`src/rtl/bseq_pkg.sv`:
```
package bseq_pkg;
  localparam int SEL_W   = 3;
  localparam int OFF_W   = 5;
  localparam int BYTE_W  = 8;
  localparam int INSTR_W = 4 * BYTE_W;

  typedef enum logic [BYTE_W-1:0] {
    OP_END   = 8'h00,
    OP_WR    = 8'h01,
    OP_POLL  = 8'h02,
    OP_RDACC = 8'h03,
    OP_WRACC = 8'h04,
    OP_JMP   = 8'h05
  } opcode_e;

  typedef enum logic [2:0] {
    K_END, K_WR, K_POLL, K_RDACC, K_WRACC, K_JMP, K_BAD
  } kind_e;

  typedef struct packed {
    kind_e             kind;
    logic [SEL_W-1:0]  sel;
    logic [OFF_W-1:0]  off;
    logic [BYTE_W-1:0] arg_a;
    logic [BYTE_W-1:0] arg_b;
  } instr_t;

  typedef enum logic [2:0] {
    ST_FETCH, ST_DECODE, ST_ACCESS, ST_CAPTURE, ST_HALT
  } state_e;
endpackage

```
`src/rtl/bseq_rom.sv`:
```
module bseq_rom #(
  parameter int DEPTH = 32,
  parameter int WIDTH = 32,
  parameter logic [DEPTH*WIDTH-1:0] INIT = '0,
  localparam int AW = $clog2(DEPTH)
) (
  input  logic             clk,
  input  logic [AW-1:0]    addr,
  output logic [WIDTH-1:0] q
);
  logic [WIDTH-1:0] mem [DEPTH];

  initial begin
    for (int i = 0; i < DEPTH; i++) mem[i] = INIT[i*WIDTH +: WIDTH];
  end

  always_ff @(posedge clk) q <= mem[addr];
endmodule

```
`src/rtl/bseq_decode.sv`:
```
module bseq_decode
  import bseq_pkg::*;
(
  input  logic [INSTR_W-1:0] word,
  output instr_t             ins
);
  logic [BYTE_W-1:0] opc;

  always_comb begin
    opc       = word[4*BYTE_W-1 -: BYTE_W];
    ins.sel   = word[3*BYTE_W-1 -: SEL_W];
    ins.off   = word[3*BYTE_W-SEL_W-1 -: OFF_W];
    ins.arg_a = word[2*BYTE_W-1 -: BYTE_W];
    ins.arg_b = word[BYTE_W-1:0];
    case (opc)
      OP_END:   ins.kind = K_END;
      OP_WR:    ins.kind = K_WR;
      OP_POLL:  ins.kind = K_POLL;
      OP_RDACC: ins.kind = K_RDACC;
      OP_WRACC: ins.kind = K_WRACC;
      OP_JMP:   ins.kind = K_JMP;
      default:  ins.kind = K_BAD;
    endcase
  end
endmodule

```
`src/rtl/bseq_ctrl.sv`:
```
module bseq_ctrl
  import bseq_pkg::*;
#(
  parameter int PC_W = 5
) (
  input  logic              clk,
  input  logic              rst,
  input  instr_t            ins,
  output logic [PC_W-1:0]   pc,
  output logic              bus_en,
  output logic              bus_we,
  output logic [SEL_W-1:0]  bus_sel,
  output logic [OFF_W-1:0]  bus_addr,
  output logic [BYTE_W-1:0] bus_wdata,
  input  logic [BYTE_W-1:0] bus_rdata,
  output logic              done,
  output logic              err
);
  state_e            state;
  instr_t            cur;
  logic [BYTE_W-1:0] acc;
  logic              hit;

  assign hit = ((bus_rdata & cur.arg_a) == cur.arg_b);

  always_ff @(posedge clk) begin
    if (rst) begin
      state     <= ST_FETCH;
      pc        <= '0;
      acc       <= '0;
      cur       <= '0;
      bus_en    <= 1'b0;
      bus_we    <= 1'b0;
      bus_sel   <= '0;
      bus_addr  <= '0;
      bus_wdata <= '0;
      done      <= 1'b0;
      err       <= 1'b0;
    end else begin
      bus_en <= 1'b0;
      bus_we <= 1'b0;
      case (state)
        ST_FETCH: state <= ST_DECODE;
        ST_DECODE: begin
          cur      <= ins;
          bus_sel  <= ins.sel;
          bus_addr <= ins.off;
          case (ins.kind)
            K_WR, K_WRACC: begin
              bus_en    <= 1'b1;
              bus_we    <= 1'b1;
              bus_wdata <= (ins.kind == K_WR) ? ins.arg_a : acc;
              pc        <= pc + 1'b1;
              state     <= ST_FETCH;
            end
            K_POLL, K_RDACC: begin
              bus_en <= 1'b1;
              state  <= ST_ACCESS;
            end
            K_JMP: begin
              pc    <= ins.arg_a[PC_W-1:0];
              state <= ST_FETCH;
            end
            K_END: begin
              done  <= 1'b1;
              state <= ST_HALT;
            end
            default: begin
              done  <= 1'b1;
              err   <= 1'b1;
              state <= ST_HALT;
            end
          endcase
        end
        ST_ACCESS: state <= ST_CAPTURE;
        ST_CAPTURE: begin
          if (cur.kind == K_RDACC) begin
            acc   <= bus_rdata;
            pc    <= pc + 1'b1;
            state <= ST_FETCH;
          end else if (hit) begin
            pc    <= pc + 1'b1;
            state <= ST_FETCH;
          end else begin
            bus_en <= 1'b1;
            state  <= ST_ACCESS;
          end
        end
        default: state <= ST_HALT;
      endcase
    end
  end
endmodule

```
`src/rtl/boot_seq_top.sv`:
```
module boot_seq_top
  import bseq_pkg::*;
#(
  parameter int ROM_DEPTH = 32,
  parameter logic [ROM_DEPTH*INSTR_W-1:0] PROG = '0,
  localparam int PC_W = $clog2(ROM_DEPTH)
) (
  input  logic              clk,
  input  logic              rst,
  output logic              bus_en,
  output logic              bus_we,
  output logic [SEL_W-1:0]  bus_sel,
  output logic [OFF_W-1:0]  bus_addr,
  output logic [BYTE_W-1:0] bus_wdata,
  input  logic [BYTE_W-1:0] bus_rdata,
  output logic              done,
  output logic              err
);
  logic [PC_W-1:0]    pc;
  logic [INSTR_W-1:0] word;
  instr_t             ins;

  bseq_rom #(.DEPTH(ROM_DEPTH), .WIDTH(INSTR_W), .INIT(PROG)) u_rom (
    .clk(clk), .addr(pc), .q(word)
  );

  bseq_decode u_dec (.word(word), .ins(ins));

  bseq_ctrl #(.PC_W(PC_W)) u_ctrl (
    .clk(clk), .rst(rst), .ins(ins), .pc(pc),
    .bus_en(bus_en), .bus_we(bus_we), .bus_sel(bus_sel),
    .bus_addr(bus_addr), .bus_wdata(bus_wdata), .bus_rdata(bus_rdata),
    .done(done), .err(err)
  );
endmodule

```
`config.mk`:
```
export PLATFORM = sky130hd
export DESIGN_NAME = boot_seq_top
export DESIGN_NICKNAME = d
export VERILOG_FILES = /design/src/rtl/bseq_pkg.sv /design/src/rtl/bseq_rom.sv /design/src/rtl/bseq_decode.sv /design/src/rtl/bseq_ctrl.sv /design/src/rtl/boot_seq_top.sv
export SDC_FILE = /design/constraint.sdc
export NUM_CORES = 1
export LEC_CHECK = 0
export ABC_AREA = 1
export BUFFER_PORTS_ARGS = -buffer_cell sky130_fd_sc_hd__buf_2
export CAP_MARGIN = 20
export CORE_AREA = 2 2 39 41
export CTS_BUF_LIST = sky130_fd_sc_hd__clkbuf_16
export DETAILED_ROUTE_END_ITERATION = 8
export DIE_AREA = 0 0 41 43
export PLACE_DENSITY = 0.61
export SETUP_SLACK_MARGIN = 0.2
export SLEW_MARGIN = 20
export SYNTH_ARGS = -nofsm -noshare
export SYNTH_HDL_FRONTEND = slang
export SYNTH_SLANG_ARGS = --single-unit
```
`constraint.sdc`:
```
create_clock -name clk -period 0.8 [get_ports clk]
set_input_delay 0.04 -clock clk [delete_from_list [all_inputs] [get_ports clk]]
set_output_delay 0.04 -clock clk [all_outputs]
set_load 0.01 [all_outputs]
```
# Word level (Yosys, flattened, before mapping)
# Index checks and enable logic that the tools add are counted.
# word_totals
ff_bits,82
inputBits,10
output_inout_bits,20
word_cells,57
# classes
eq_ne,15
n_mux,11
n_bitwise,4
n_reduce_logical,14
# op_table
cell,count
case mux 3 bit (6 select lines),1
equality test 8 x 2 -> 1 bit (second input constant),2
equality test 8 x 3 -> 1 bit (second input constant),2
equality test 3 x 2 -> 1 bit (second input constant),5
case mux 3 bit (4 select lines),1
AND 8 bit,1
equality test 8 x 1 -> 1 bit (second input constant),1
equality test 8 bit,1
zero test 8 bit,1
2-to-1 mux 8 bit,1
AND reduction 2 bit,4
equality test 3 x 1 -> 1 bit (second input constant),2
equality test 3 bit (second input constant),2
zero test 3 bit,2
case mux 3 bit (2 select lines),1
OR reduction 2 bit,3
OR reduction 6 bit,1
OR reduction 5 bit,1
2-to-1 mux 1 bit,4
OR reduction 4 bit,1
2-to-1 mux 3 bit,1
NOT 1 bit,3
OR reduction 3 bit,1
2-to-1 mux 2 bit,1
case mux 1 bit (2 select lines),1

# Depth between registers and ports, before layout
# logic_depth
ltp_word,6
ltp_mapped,3
ltp_nobuf,3

# Cells and area by module
# A second synthesis with hierarchy kept.
# hier_totals
hier_cells,396
hier_area_um2,2882.8
# by_module_without_submodules
mod,instances,cells_per_inst,area_each_um2,seq_area_each_um2
bseq_ctrl,1,328,2403.6,1101.1
bseq_rom,1,33,244.0,0.0
bseq_decode,1,35,235.2,0.0

# Least setup slack after synthesis
# Ideal clock, no wire load.
# synth_timing
kind,register to register
from,register u_ctrl.state[0]
to,register u_ctrl.state[1]
arrival_time_ns,0.591
required_time_ns,0.741
slack_ns,0.150
stages_incl_launch_ff,3
n_path_buf,0
period_less_slack_ns,0.650
path_cell_list,dfxtp_1 -> nor3_2 -> and2_1
# synth_between
elab_chain_len,2
# synth_lines
element,line,rtl
from (decl),bseq_ctrl.sv:19,state_e state;
from (signal assigned),bseq_ctrl.sv:28,state <= ST_FETCH;
from (signal assigned),bseq_ctrl.sv:43,ST_FETCH: state <= ST_DECODE;
from (signal assigned),bseq_ctrl.sv:54,state <= ST_FETCH;
equality test 3 x 2 -> 1 bit (tied with other cells),bseq_ctrl.sv:42,case (state)
case mux 3 bit (4 select lines) *,bseq_ctrl.sv:42,
# Mark *: on every way between the ends. The rest lies on a longest branch, timed or not.
# A chain may end at the register's enable or synchronous reset.

# Worst setup path after layout
# layout_timing
from,register u_ctrl.done
to,output done
# layout_rtl
element,line,rtl
from (decl),bseq_ctrl.sv:16,"output logic done,"
from (signal assigned),bseq_ctrl.sv:37,done <= 1'b0;
from (signal assigned),bseq_ctrl.sv:65,done <= 1'b1;
from (signal assigned),bseq_ctrl.sv:69,done <= 1'b1;
to (decl),boot_seq_top.sv:16,"output logic done,"
# No word-level cell between the ends.

==> impl_results.md <==
- Dpl hpwl: 214 µm
- Die X: 41 µm
- Boundary Pins: 30
- Outcome: completed
- PD cells: 3400 nW/µm²
- Worst EP required: 760 ps
- Std-Cell Rows: 14
- Final slew viol count: 0
- Leakage: 0.161 nW
- Max cap viols: 0
- Root Driver: clkbuf_16
- Setup violations, final: 0
- Layout Nets: 49
- Post-CTS setup buffer count: 0
- Worst Skew: 2.69 ps
- Sequential share of the synthesized area: 0.294
- ANT cells: 0
- TritonRoute pass-1 iters: 2
- CP Buf/Inv Count: 1
- Worst-Skew Late Latency: 220 ps
- Initial Utilization: 0.197
- Fin crit period: 684 ps
- Share of layout cells above drive strength 1: 0.324
- Vias per cell: 2.66
- Utilization after layout: 0.230
- Synth area leaders: buf_4 (52%), dfxtp_1 (29%), inv_1 (4.1%)
- Startpoint Class: flop
- TNS Setup: 0 ps
- # H-tree levels: 1
- RSZ-0062 raised after global routing: true
- Leading area contributor after synthesis: buf_4
- VDD IR max: 1.45 mV
- Antenna violation net count after detailed routing: 0
- Area share of the largest cell type after synthesis: 0.523
- FF/Latch Area: 83.8 µm²
- GRT overflow: 0
- Max incr delay on CP: 310 ps
- Largest delay contributor family on the critical path: flip-flops
- Routability cong.: 0.601
- Clock Path Buffers: 2
- Input/output buffers: 2
- Vias in the first global route: 92
- Chip Height: 43 µm
- DRT iter0 DRCs: 2
- Area of the multi-input gates: 111 µm²
- Slowest stage cell, crit path: dfxtp_2
- Antenna violations before repair: 0
- CP cell instances: buf_6
- Core Box Area: 1380 µm²
- Mapped Area: 273 µm²
- Final cycle utilization of the critical path: 0.855
- CTS tree: yes
- Hold Path Class: input pin to flop
- DRC Markers: 0
- Clock sink count: 4
- Synth unique cells: 9
- CP max FO: 2
- Avg Inst Size Synth: 8.27 µm²
- First-pass GRT wire length: 386 µm
- GRT Total Usage: 0.0441
- Maximum clock rate: 1.46 GHz
- Area Overhead vs Synth: 16.5%
- Clock transition at the registers of the reported paths: 30 ps
- Layout fillers: 158
- Cts bufs inserted: 3
- Post-Synthesis Cells: 33
- Crit end category: output pin
- Vias: 141
- Total Die Area: 1760 µm²
- Yosys reg bits: 4
- Post-Route WL: 288 µm
- Worst setup path class: flop to output pin
- Hold Vio Cnt, Final: 0
- Critical Path AT: 640 ps
- Synth warn: 0
- Largest net degree at the start of global routing: 4
- WL per Instance: 5.43 µm
-- area by class of cell --
class | instances | area share
Clock buffer | 3 | 0.236
Inverter | 3 | 0.0354
Multi-Input combinational cell | 25 | 0.350
Sequential cell | 4 | 0.264
Tap cell | 16 | 0.0630
Timing Repair Buffer | 2 | 0.0512
-- per-layer routing --
metal	up-vias	GRT usage	wire, µm
met1	57	0.0385	99
li1	70	-	-
met3	0	0.0628	56
met5	-	0	0
met4	0	0.0600	0
met2	14	0.0344	132
-- flip-flops by register name, summed over array words and instances (netlist names) --
signal,count
u_ctrl.done,1
u_ctrl.state,3
-- worst paths after layout --
kind	start	end	slack (ps)	cells after the start
setup / recovery	u_ctrl.done$_SDFFE_PP0N_	done	120	1
hold / removal	rst	u_ctrl.state[2]$_SDFF_PP0_	10	2
setup reg to reg	u_ctrl.state[2]$_SDFF_PP0_	u_ctrl.state[1]$_SDFF_PP0_	130	2
hold reg to reg	u_ctrl.state[2]$_SDFF_PP0_	u_ctrl.state[0]$_SDFF_PP0_	420	1
-- power by group --
| part | internal (W) | leakage, nW | total [W] | switching (W) |
|---|---|---|---|---|
| clock | 0.000637 | 0.0370 | 0.000767 | 0.000129 |
| sequential | 0.000221 | 0.0339 | 0.000234 | 0.0000132 |
| combinational | 0.0000234 | 0.0907 | 0.0000811 | 0.0000578 |
-- stage by stage --
stage          setup slack [ps]  instance area (µm²)  power (W)  cells  hold slack (ps)
6_report                    116                  318    0.00108     53             11.9
5_1_grt                    61.0                  318    0.00114     53             18.8
4_1_cts                     109                  318    0.00110     53             10.4
2_1_floorplan               181                  342   0.000358     51              106
3_5_place_dp                139                  229   0.000302     50              248
3_3_place_gp                146                  229   0.000301     50              245
-- placed cells by master, fill, tap and decap left out --
master	n
a21oi_1	2
and2_1	1
buf_2	1
buf_6	1
clkbuf_16	3
conb_1	19
dfxtp_1	1
dfxtp_2	3
inv_1	1
inv_2	2
nand2_1	1
nand3_2	1
nor3_2	1
-- cells in the mapped netlist --
library cell / n
buf_4: 19
dfxtp_1: 4
inv_1: 3
a21oi_1: 2
and2_1: 1
conb_1: 1
nand2_1: 1
nand3_1: 1
nor3_2: 1
-- what timing repair did --
item,CTS,global route
gates resized for setup,6,0
hold buffers,0,0
pin swaps,2,1
setup endpoints to repair,3,4
-- cells by family after synthesis --
| kind of cell | Yosys count | synth area share |
|---|---|---|
| buffers and inverters | 22 | 0.564 |
| DFF | 4 | 0.294 |
| and+or+nand+nor | 4 | 0.0917 |
| AOI/OAI and AO/OA | 2 | 0.0367 |
| other | 1 | 0.0137 |
(Power assumes the default switching activity.)
